## src/rtl/pwm_shadow_pkg.sv

```systemverilog
package pwm_shadow_pkg;

  // register byte offsets
  localparam int OFS_COUNT  = 'h0;
  localparam int OFS_PERIOD = 'h4;
  localparam int OFS_DUTY   = 'h8;
  localparam int OFS_CTRL   = 'hC;

  // control bit positions
  localparam int BIT_EN     = 0;
  localparam int BIT_CONT   = 1;
  localparam int BIT_ACTHI  = 3;
  localparam int BIT_IDLEHI = 4;
  localparam int BIT_LOCK   = 6;

  // number of shadowed numeric values (period, duty)
  localparam int NUM_SHADOW = 2;
  localparam int IDX_PERIOD = 0;
  localparam int IDX_DUTY   = 1;

  typedef struct packed {
    logic run;      // channel is counting
    logic commit;   // copy programmed values into active set
    logic cntLoad;  // software load of the counter
  } dpStrobe_t;

  typedef struct packed {
    logic activeHi; // level during count < duty
    logic idleHi;   // level otherwise
  } polarity_t;

endpackage

```

## src/rtl/pwm_shadow_ctrl.sv

```systemverilog
module pwm_shadow_ctrl
  import pwm_shadow_pkg::*;
#(
  parameter int DATA_W = 32,
  parameter int ADDR_W = 4
) (
  input  logic              clk,
  input  logic              rstN,
  input  logic [ADDR_W-1:0] busAddr,
  input  logic              busWrite,
  input  logic [DATA_W-1:0] busWdata,
  input  logic [DATA_W-1:0] cntQ,
  input  logic              wrapHit,
  output logic [DATA_W-1:0] busRdata,
  output logic [DATA_W-1:0] periodReg,
  output logic [DATA_W-1:0] dutyReg,
  output logic [DATA_W-1:0] ctrlReg,
  output polarity_t         polReg,
  output dpStrobe_t         strobe
);

  localparam logic [ADDR_W-1:0] ADR_COUNT  = ADDR_W'(OFS_COUNT);
  localparam logic [ADDR_W-1:0] ADR_PERIOD = ADDR_W'(OFS_PERIOD);
  localparam logic [ADDR_W-1:0] ADR_DUTY   = ADDR_W'(OFS_DUTY);
  localparam logic [ADDR_W-1:0] ADR_CTRL   = ADDR_W'(OFS_CTRL);

  logic selCount, selPeriod, selDuty, selCtrl;
  logic runNow, lockNow;

  assign selCount  = busWrite && (busAddr == ADR_COUNT);
  assign selPeriod = busWrite && (busAddr == ADR_PERIOD);
  assign selDuty   = busWrite && (busAddr == ADR_DUTY);
  assign selCtrl   = busWrite && (busAddr == ADR_CTRL);

  always_ff @(posedge clk or negedge rstN) begin
    if (!rstN) begin
      periodReg <= '0;
      dutyReg   <= '0;
      ctrlReg   <= '0;
    end else begin
      if (selPeriod) periodReg <= busWdata;
      if (selDuty)   dutyReg   <= busWdata;
      if (selCtrl)   ctrlReg   <= busWdata;
    end
  end

  assign runNow  = ctrlReg[BIT_EN] & ctrlReg[BIT_CONT];
  assign lockNow = ctrlReg[BIT_LOCK];

  always_comb begin
    polReg.activeHi = ctrlReg[BIT_ACTHI];
    polReg.idleHi   = ctrlReg[BIT_IDLEHI];
    strobe.run      = runNow;
    strobe.commit   = !lockNow && (!runNow || wrapHit);
    strobe.cntLoad  = selCount;
  end

  always_comb begin
    unique case (busAddr)
      ADR_COUNT:  busRdata = cntQ;
      ADR_PERIOD: busRdata = periodReg;
      ADR_DUTY:   busRdata = dutyReg;
      ADR_CTRL:   busRdata = ctrlReg;
      default:    busRdata = '0;
    endcase
  end

endmodule

```

## src/rtl/pwm_shadow_dp.sv

```systemverilog
module pwm_shadow_dp
  import pwm_shadow_pkg::*;
#(
  parameter int DATA_W = 32
) (
  input  logic              clk,
  input  logic              rstN,
  input  dpStrobe_t         strobe,
  input  logic [DATA_W-1:0] periodReg,
  input  logic [DATA_W-1:0] dutyReg,
  input  polarity_t         polReg,
  input  logic [DATA_W-1:0] cntLoadVal,
  output logic [DATA_W-1:0] cntQ,
  output logic              wrapHit,
  output logic [DATA_W-1:0] actPeriod,
  output logic [DATA_W-1:0] actDuty,
  output polarity_t         actPol,
  output logic              pwmOut
);

  localparam logic [DATA_W:0] ONE_WIDE = {{DATA_W{1'b0}}, 1'b1};

  logic [DATA_W-1:0] progVal [NUM_SHADOW];
  logic [DATA_W-1:0] actVal  [NUM_SHADOW];
  logic [DATA_W:0]   cntPlus;
  logic              inDuty;

  assign progVal[IDX_PERIOD] = periodReg;
  assign progVal[IDX_DUTY]   = dutyReg;

  // shadow copies of the numeric settings
  for (genvar gi = 0; gi < NUM_SHADOW; gi++) begin : g_shadow
    always_ff @(posedge clk or negedge rstN) begin
      if (!rstN)              actVal[gi] <= '0;
      else if (strobe.commit) actVal[gi] <= progVal[gi];
    end
  end

  assign actPeriod = actVal[IDX_PERIOD];
  assign actDuty   = actVal[IDX_DUTY];

  always_ff @(posedge clk or negedge rstN) begin
    if (!rstN)              actPol <= '0;
    else if (strobe.commit) actPol <= polReg;
  end

  // wrap when the next count would reach the period (covers period 0 and 1)
  assign cntPlus = {1'b0, cntQ} + ONE_WIDE;
  assign wrapHit = strobe.run && (cntPlus >= {1'b0, actPeriod});

  always_ff @(posedge clk or negedge rstN) begin
    if (!rstN)               cntQ <= '0;
    else if (!strobe.run)    cntQ <= '0;
    else if (strobe.cntLoad) cntQ <= cntLoadVal;
    else if (wrapHit)        cntQ <= '0;
    else                     cntQ <= cntPlus[DATA_W-1:0];
  end

  assign inDuty = cntQ < actDuty;

  always_comb begin
    if (!strobe.run)  pwmOut = polReg.idleHi;
    else if (inDuty)  pwmOut = actPol.activeHi;
    else              pwmOut = actPol.idleHi;
  end

endmodule

```

## src/rtl/pwm_shadow_timer.sv

```systemverilog
module pwm_shadow_timer
  import pwm_shadow_pkg::*;
#(
  parameter int DATA_W = 32,
  parameter int ADDR_W = 4
) (
  input  logic              clk,
  input  logic              rstN,
  input  logic [ADDR_W-1:0] busAddr,
  input  logic              busWrite,
  input  logic [DATA_W-1:0] busWdata,
  output logic [DATA_W-1:0] busRdata,
  output logic              pwmOut
);

  logic [DATA_W-1:0] periodReg, dutyReg, ctrlReg;
  logic [DATA_W-1:0] cntQ, actPeriod, actDuty;
  logic              wrapHit;
  polarity_t         polReg, actPol;
  dpStrobe_t         strobe;

  pwm_shadow_ctrl #(.DATA_W(DATA_W), .ADDR_W(ADDR_W)) u_ctrl (
    .clk(clk), .rstN(rstN),
    .busAddr(busAddr), .busWrite(busWrite), .busWdata(busWdata),
    .cntQ(cntQ), .wrapHit(wrapHit),
    .busRdata(busRdata),
    .periodReg(periodReg), .dutyReg(dutyReg), .ctrlReg(ctrlReg),
    .polReg(polReg), .strobe(strobe)
  );

  pwm_shadow_dp #(.DATA_W(DATA_W)) u_dp (
    .clk(clk), .rstN(rstN),
    .strobe(strobe),
    .periodReg(periodReg), .dutyReg(dutyReg), .polReg(polReg),
    .cntLoadVal(busWdata),
    .cntQ(cntQ), .wrapHit(wrapHit),
    .actPeriod(actPeriod), .actDuty(actDuty), .actPol(actPol),
    .pwmOut(pwmOut)
  );

endmodule

```

## config.mk

```make
export PLATFORM = sky130hd
export DESIGN_NAME = pwm_shadow_timer
export DESIGN_NICKNAME = d
export VERILOG_FILES = /design/src/rtl/pwm_shadow_pkg.sv /design/src/rtl/pwm_shadow_ctrl.sv /design/src/rtl/pwm_shadow_dp.sv /design/src/rtl/pwm_shadow_timer.sv
export SDC_FILE = /design/constraint.sdc
export NUM_CORES = 1
export LEC_CHECK = 0
export ABC_AREA = 0
export BUFFER_PORTS_ARGS = -buffer_cell sky130_fd_sc_hd__buf_2
export CAP_MARGIN = 10
export CORE_UTILIZATION = 34
export CTS_CLUSTER_DIAMETER = 60
export DETAILED_ROUTE_END_ITERATION = 8
export GPL_TIMING_DRIVEN = 0
export MAX_ROUTING_LAYER = met4
export PLACE_DENSITY_LB_ADDON = 0.12
export SYNTH_ARGS = -nofsm -noshare
export SYNTH_HDL_FRONTEND = slang
export SYNTH_HIERARCHICAL = 1
export SYNTH_SLANG_ARGS = --single-unit
```

## constraint.sdc

```tcl
create_clock -name clk -period 4.23 [get_ports clk]
set_clock_uncertainty 0.05 [all_clocks]
set_input_delay 0.2115 -clock clk [delete_from_list [all_inputs] [get_ports clk]]
set_output_delay 0.2115 -clock clk [all_outputs]
set_load 0.01 [all_outputs]
```

**After elaboration in Yosys (flattened, before gate mapping)**

Cells that the tools add are included.

- Logic and storage cells: 31
- Output and inout bits: 33
- Flip-flop bits (word level): 194
- Input port bits: 39

- $add $sub $neg: 1
- Reduce and logical (&&, ||, !) cells: 10
- Bitwise logic cells: 1
- Magnitude comparators: 2
- Mux-type cells: 6
- Equal/unequal tests: 3

Operator list:

| cell | count |
|---|---|
| case mux 32 bit (4 select lines) | 1 |
| 2-to-1 mux 32 bit | 3 |
| adder 32 x 1 -> 33 bit (second input constant) | 1 |
| >= comparator 33 x 32 -> 1 bit | 1 |
| < comparator 32 bit | 1 |
| equality test 4 bit (second input constant) | 2 |
| logical AND 1 bit | 6 |
| equality test 4 x 3 -> 1 bit (second input constant) | 1 |
| logical NOT 4 bit | 1 |
| logical NOT 1 bit | 2 |
| 2-to-1 mux 1 bit | 2 |
| bitwise AND 1 bit | 1 |
| logical OR 1 bit | 1 |

**Depth between registers and ports, before layout**

Gate-level depths: netlist of the first run.

- Depth after elaboration: 6
- Gate-level depth with buffers: 20
- Gate-level depth less buffers: 18

**Hierarchy**

The synthesis of the first run kept the hierarchy.

By module, submodules not included:

| module | area each (µm²) | cells each | instances | sequential area each (µm²) |
|---|---|---|---|---|
| pwm_shadow_dp | 5796.8 | 634 | 1 | 2452.4 |
| pwm_shadow_ctrl | 4426.7 | 326 | 1 | 2402.3 |

**Worst setup path after synthesis of the first run**

Ideal clock, no wire load.

- Path kind: register to register
- From: register u_dp.cntQ[2]
- To: register u_dp.actVal (netlist bit u_dp/actDuty[30])
- Arrival: 3.456 ns
- Period minus slack after synthesis: 3.639 ns
- Slack: 0.591 ns
- Library setup time: 0.133 ns
- Cell stages (with the launch flop): 19
- Path buffers: 3
- Required time: 4.047 ns
- Cells stage by stage: dfrtp_1 > and3_1 > nand3_2 > or3_1 > buf_2 > nor2_1 > xor2_1 > ha_1 > nand2_1 > nor4_1 > o21ai_1 > a21oi_1 > nor3_1 > nor2_1 > inv_1 > a21oi_1 > clkbuf_1 > clkbuf_1 > o21ai_0

RTL lines:

| item | RTL line | source |
|---|---|---|
| start, declared | pwm_shadow_dp.sv:13 | `output logic [DATA_W-1:0] cntQ,` |
| start signal, assigned | pwm_shadow_dp.sv:54 | `else if (strobe.cntLoad) cntQ <= cntLoadVal;` |
| start signal, assigned | pwm_shadow_dp.sv:56 | `else cntQ <= cntPlus[DATA_W-1:0];` |
| end signal, assigned by index | pwm_shadow_dp.sv:35 | `else if (strobe.commit) actVal[gi] <= progVal[gi];` |
| end, declared | pwm_shadow_dp.sv:24 | `logic [DATA_W-1:0] actVal [NUM_SHADOW];` |

==> out/metrics.cfg, run 1 <==
[critical_path]
crit_type = reg -> reg
worst-path-max-fanout = 10
crit_path_start_kind = flop
max_stage_delay_ns = 0.45
cp.required_ns = 4.54
critPathSlowestCell = dfrtp_2
cp-end-kind = flop
arrival_ns = 4.28
cp_cell_sequence = and3_4, nand3_4, or3_1, buf_2, nor2_1, xor2_1, ha_1, nand2_1, nor4_2, o21ai_1, a21oi_4, nor3_1, nor2_1, inv_1, a21oi_1, clkbuf_4, clkbuf_4, nand2_1, o21ai_0
r2r_slack_ns = 0.26

[clock_network]
cts_sinks = 194
cts_root_buffer = clkbuf_16
htreeDepth = 4
clkSlewWorstSetupHoldPaths_ns = 0.07
clkLatencyLatePin_ns = 0.45
cts_buffers = 17
cts_tree = built
cts.path.max_buffers = 2

[layout]
diodes = 0
fillers = 2991
drive_above_1_share_pct = 22.4
area_growth_pct = 19.3
final_nets = 1192
stdcell_count = 1492

[run]
maxCapViolations = 0

[synthesis]
ys.warnings.count = 6
synth_nets = 1063
synth_cell_types = 59
yosysSeqAreaShare_pct = 47.5
ys.flop_type = dfrtp_1
synth.avg_cell_area_um2 = 10.6
ys_ff_latch = 194
netlist_instances = 960
synthArstFlopShare_pct = 100
synth_area_um2 = 10200
synth-edff-count = 0

[global_routing]
grt_use_total_pct = 21.2
grt_pass1_wl_um = 46900
first_global_vias = 7697
antenna_found_initial = 1
grt_max_degree = 99
overflow = 0

[drt]
drt_first_pass_iters = 7
drt-total-wl_um = 29900
route.detailed.drc = 2
drt_iter0_markers = 510
wl_per_cell_um = 20.0
via_count = 7598
ant_nets = 0
viasPerCell = 5.09

[floorplanning]
core_um2 = 29600
initial_core_util_pct = 34.5
die-area_um2 = 30800
die_h_um = 175
die_w_um = 175
ios = 72
rows = 63

[run_status]
status = finished, violations left
violations = DRC

[timing]
layout_min_cycle_time_ns = 3.97
finalSetupViolations = 0
final.period_utilization_pct = 94.0
maxSlewViolCount = 0
finalHoldViolations = 0
rsz0062_at_grt = no
relSlewSlack_pct = 12.8
clock.fmax_mhz = 252
worstMarginPinSlew_ns = 1.30

[power_and_ir_drop]
p_per_area_nw_per_um2 = 471
leakage_uw = 0.00575
power_uw = 5740
ir_drop_mv = 0.330

[placed_design]
gp_congestion = 0.844
dpl.cell_count = 1421
dp_hpwl_um = 21300
numPortBuffers = 70

[hold_path]
hp-class = in -> reg

## power by group
group	internal (uW)	switching (uW)	total, uW
logic	650	920	1570
clock network	809	785	1590
registers	2350	229	2580
## layout make-up
cell class / instances / area (um^2) / share of cell area (%)
buffer: 47 / 262 / 2.14
clock buffer: 19 / 453 / 3.71
clock inverter: 13 / 115 / 0.944
inverter: 68 / 255 / 2.09
multi-input combinational: 651 / 5000 / 41.0
sequential: 194 / 4860 / 39.9
tap: 390 / 488 / 4.00
timing repair buffer: 110 / 756 / 6.20
## what timing repair did
| item | CTS | global route |
|---|---|---|
| setup buffers | 2 | 7 |
| pin swaps | 2 | 5 |
| resized for setup | 30 | 26 |
| setup endpoints to repair | 86 | 86 |
| hold buffers | 30 | 0 |
| endpoints found under the hold margin | 186 | 0 |
## path summary, 6_finish.rpt
kind | start | end | cells after the start
worst max-delay path | u_dp/cntQ[8] | u_dp/actDuty[23] | 19
worst min-delay path | busWdata[9] | u_ctrl/periodReg[9] | 2
worst max register to register | u_dp/cntQ[8] | u_dp/actDuty[23] | 19
worst min register to register | u_ctrl/periodReg[29] | u_dp/actPeriod[29] | 2
max in group asynchronous | rstN | u_dp/cntQ[1] | 3
min in group asynchronous | rstN | u_ctrl/ctrlReg[15] | 2
## kinds of logic after synthesis
family	Yosys count	share of synthesized area (%)
adder cells (fa/ha/maj)	64	7.83
AND/OR/NAND/NOR	222	11.3
multiplexers	133	14.2
AO/OA/AOI/OAI	202	12.0
buffers and inverters	115	4.58
flip-flops	194	47.5
XOR/XNOR	30	2.57
## cells in the mapped netlist, drive strengths merged (2+ instances only)
library cell  instances  area, um^2
dfrtp               194        4850
nand2               116         438
o21ai               106         531
mux2                100        1130
inv                  68         255
ha                   64         801
mux2i                33         330
a22oi                31         233
a21oi                26         130
clkbuf               25        93.8
buf                  22         119
nor2                 21        86.3
xnor2                20         175
a22o                 16         143
nand3                16        95.1
nand4                16         106
nand2b               12        75.1
nor4                 11         105
xor2                 10        87.6
and3                  8        66.3
nor3                  8        61.3
and2                  4        25.0
o21a                  4        30.0
a21o                  3        22.5
a211oi                2        15.0
a2bb2oi               2        17.5
and4b                 2        20.0
o211ai                2        15.0
o31ai                 2        15.0
or3                   2        12.5
or3b                  2        17.5
or4b                  2        20.0
## placed cells by master, fill, tap and decap left out, types with 6 or more instances in the layout
| master | netlist | final |
|---|---|---|
| dlygate4sd3_1 | 0 | 30 |
| o21ai_0 | 101 | 101 |
| ha_1 | 64 | 63 |
| inv_1 | 68 | 68 |
| nand2_1 | 115 | 114 |
| buf_4 | 4 | 15 |
| nand2b_1 | 12 | 12 |
| clkbuf_4 | 0 | 8 |
| mux2i_1 | 33 | 33 |
| mux2_2 | 68 | 68 |
| a22o_1 | 14 | 14 |
| xnor2_1 | 20 | 20 |
| buf_2 | 11 | 83 |
| nand4_1 | 15 | 15 |
| dfrtp_1 | 194 | 188 |
| mux2_1 | 32 | 32 |
| nand3_1 | 13 | 12 |
| clkbuf_1 | 25 | 14 |
| xor2_1 | 10 | 10 |
| a21oi_1 | 26 | 25 |
| clkbuf_16 | 0 | 17 |
| a22oi_1 | 31 | 31 |
| nor2_1 | 20 | 19 |
| inv_6 | 0 | 7 |
| dfrtp_2 | 0 | 6 |
## flip-flops by register name, indices dropped and copies added, names as in the netlist
name              cells
u_dp/actDuty         32
u_dp/cntQ            32
u_dp/actPeriod       32
u_ctrl/periodReg     32
u_dp/actPol           2
u_ctrl/ctrlReg       32
u_ctrl/dutyReg       32
## routing by layer
metal / part of all wire, % / global-route usage, % / vias up
met5: 0 / - / -
met2: 47 / 33.8 / 154
met3: 2.9 / 2.73 / 23
met1: 48 / 28.4 / 3761
met4: 1.4 / 5.25 / 0
li1: - / - / 3660
## stage by stage
stage	hold slack, ns	setup slack, ns	TNS (ns)	util (%)	instance area (um^2)
floorplan	-0.134	0.591	0	-	10200
global placement	0.417	-0.927	-183.27	37.3	11100
detailed placement	0.273	-0.942	-51.19	37.4	11100
CTS	0.00488	0.0123	0	40.7	12100
global route	0.0284	0.00645	0	41.1	12200
finish	0.0235	0.256	0	41.1	12200
## critical path, delay by kind of cell, from the launching register on
kind / cells / cell delay (ns)
DFF: 1 / 0.45
and+or+nand+nor: 9 / 1.61
xor gates and xnor gates: 1 / 0.09
adders and majority gates: 1 / 0.28
AOI/OAI and AO/OA: 4 / 0.65
buffers and inverters: 4 / 0.76
No activity file was read; power rests on OpenSTA's default activity.
==> run 2, diff against run 1 <==
==> constraint.sdc (replaced) <==
create_clock -name clk -period 5.1 [get_ports clk]
set_clock_uncertainty 0.05 [all_clocks]
set_input_delay 0.255 -clock clk [delete_from_list [all_inputs] [get_ports clk]]
set_output_delay 0.255 -clock clk [all_outputs]
set_load 0.01 [all_outputs]
==> run 2 against run 1 <==
Against the previous run:
- the flow now finishes without violations
- largest cell class unchanged
- combinational power is 20% lower
- utilization is 1.5 points lower
- highest routed layer unchanged
- sequential share of layout area grew 1.4 points
- wire length is 0.63% lower
- die area is the same
- first-iteration DRC count is 3.3% lower
- fmax fell by 16%
==> out/metrics.cfg, run 2 (same netlist as run 1, synthesis figures left out) <==
[timing]
relSlewSlack_pct = 15.9  ; +3.1 points
finalSetupViolations = 0  ; unchanged
worstMarginPinSlew_ns = 1.25  ; -0.0467 ns
clock.fmax_mhz = 212  ; -16%
rsz0062_at_grt = no
layout_min_cycle_time_ns = 4.71  ; +0.734 ns
finalHoldViolations = 0  ; unchanged
holdWs_ns = 0.0170  ; -0.00650 ns
final.period_utilization_pct = 92.3  ; -1.6 points
maxSlewViolCount = 0  ; unchanged
final.setup.tns_ns = 0  ; unchanged

[power_and_ir_drop]
p_per_area_nw_per_um2 = 402  ; -15%
leakage_uw = 0.00555  ; -3.4%
ir_drop_mv = 0.262  ; -21%

[layout]
stdcell_count = 1459  ; -2.2%
final_nets = 1159  ; -2.8%
diodes = 0  ; unchanged
drive_above_1_share_pct = 20.7  ; -1.7 points
final_cell_mix = dfrtp_1, nand2_1, o21ai_0
area_growth_pct = 14.9
final_common_cell = dfrtp_1

[drt]
wl_per_cell_um = 20.4  ; +1.6%
drt-total-wl_um = 29700  ; -0.63%
ant_nets = 0  ; unchanged
viasPerCell = 5.11  ; +0.27%
route.detailed.drc = 0  ; -2
drt_iter0_markers = 493  ; -3.3%
via_count = 7450  ; -1.9%
drt_first_pass_iters = 5  ; -2

[floorplanning]
ios = 72  ; unchanged
die_w_um = 175  ; unchanged
die-area_um2 = 30800  ; unchanged
initial_core_util_pct = 34.5  ; unchanged
rows = 63  ; unchanged
core_um2 = 29600  ; unchanged
die_h_um = 175  ; unchanged

[global_routing]
first_global_vias = 7605  ; -1.2%
grt_use_total_pct = 21.0  ; -0.15 points
grt_max_degree = 99  ; unchanged
antenna_found_initial = 1  ; unchanged
grt_pass1_wl_um = 46500  ; -0.82%
overflow = 0  ; unchanged

[critical_path]
crit_type = reg -> reg
max_stage_delay_ns = 0.49  ; +0.04 ns
cp-end-kind = flop
critPathSlowestCell = dfrtp_1
cp_cell_sequence = ha_1, nand2_1, nor3_2, nand2b_1, xnor2_1, ha_1, nand2_1, nor4_1, o21ai_1, a21oi_2, nor3_1, nor2_1, inv_1, a21oi_1, clkbuf_1, clkbuf_2, nand2_1, o21ai_0
path_common_cell = nand2_1
crit_path_start_kind = flop
worst-path-max-fanout = 10  ; unchanged
cp.required_ns = 5.40  ; +0.86 ns
arrival_ns = 5.01  ; +0.73 ns

[run_status]
status = finished clean

[clock_network]
cts_root_buffer = clkbuf_16
clkSlewWorstSetupHoldPaths_ns = 0.08  ; about the same
cts_buffers = 17  ; unchanged
cts.path.max_buffers = 2  ; unchanged
cts_sinks = 194  ; unchanged
htreeDepth = 4  ; unchanged
clkLatencyLatePin_ns = 0.45  ; about the same
cts_tree = built

[run]
maxCapViolations = 0  ; unchanged

[placed_design]
numPortBuffers = 70  ; unchanged
gp_congestion = 0.844  ; unchanged
dp_hpwl_um = 21300  ; unchanged
dpl.cell_count = 1421  ; unchanged

[hold_path]
hp-class = in -> reg

-- run 2: cell count changes in the layout (fill, tap and decap cells not counted), sizes merged --
cell	previous run	this run
dlygate4sd3	30	6
clkbuf	41	46
buf	105	91
-- run 2: final timing paths --
kind                                 startpoint                  to  slack [ns]  cells past startpoint
setup reg to reg                   u_dp/cntQ[0]  u_dp/actPeriod[21]        0.39                     18
hold reg to reg            u_ctrl/periodReg[29]  u_dp/actPeriod[29]        0.45                      2
min in group asynchronous                  rstN  u_ctrl/ctrlReg[15]        0.36                      2
hold / removal                     busWdata[14]       u_dp/cntQ[14]        0.02                      3
setup / recovery                   u_dp/cntQ[0]  u_dp/actPeriod[21]        0.39                     18
max in group asynchronous                  rstN   u_ctrl/dutyReg[3]        3.69                      3
-- run 2: area by class of cell --
type	instances	area, um^2
plain buffers	47	229
clock buffers	19	453
clock inverters	13	115
fillers	3025	17900
inverters	68	255
multi-input cells	651	4900
flip-flops and latches	194	4850
well taps	390	488
repair buffers	77	448
-- run 2: power by group --
group,leakage (uW),total [uW],internal [uW],switching [uW]
sequential,0.00245,2140,1950,190
clock,0.000284,1320,671,652
combinational,0.00282,1260,506,754
total,0.00555,4720,3130,1600
-- run 2: repair_timing --
| action | CTS | global route |
|---|---|---|
| setup endpoints to repair | 21 | 66 |
| resized for setup | 3 | 19 |
| hold endpoints to repair | 102 | 0 |
| setup buffers | 0 | 0 |
| hold buffers | 6 | 0 |
-- run 2: metal layers --
metal  vias up  GRT usage, %  share of wire [%]
met5         -             -                  0
met3        15          2.97                3.1
li1       3591             -                  -
met2       145          33.5                 48
met1      3699          28.2                 48
met4         0          4.93                1.0
-- run 2: metrics by stage --
stage               power [uW]  worst slack, ns  util (%)  area [um^2]
floorplan                 2970             1.46         -        10200
global placement          3400          -0.0573      37.3        11100
detailed placement        3420          -0.0721      37.4        11100
CTS                       4790          0.00232      39.6        11700
global route              5070           0.0340      39.6        11700
finish                    4720            0.392      39.6        11700
-- run 2: worst max-delay path, delay by kind of cell, from the launching register on --
kind | cells | cell delay, ns
buffers and inverters | 3 | 0.81
AND/OR/NAND/NOR | 8 | 1.67
adder cells (fa/ha/maj) | 2 | 0.62
flip-flops | 1 | 0.49
XOR/XNOR | 1 | 0.17
AO/OA/AOI/OAI | 4 | 0.79
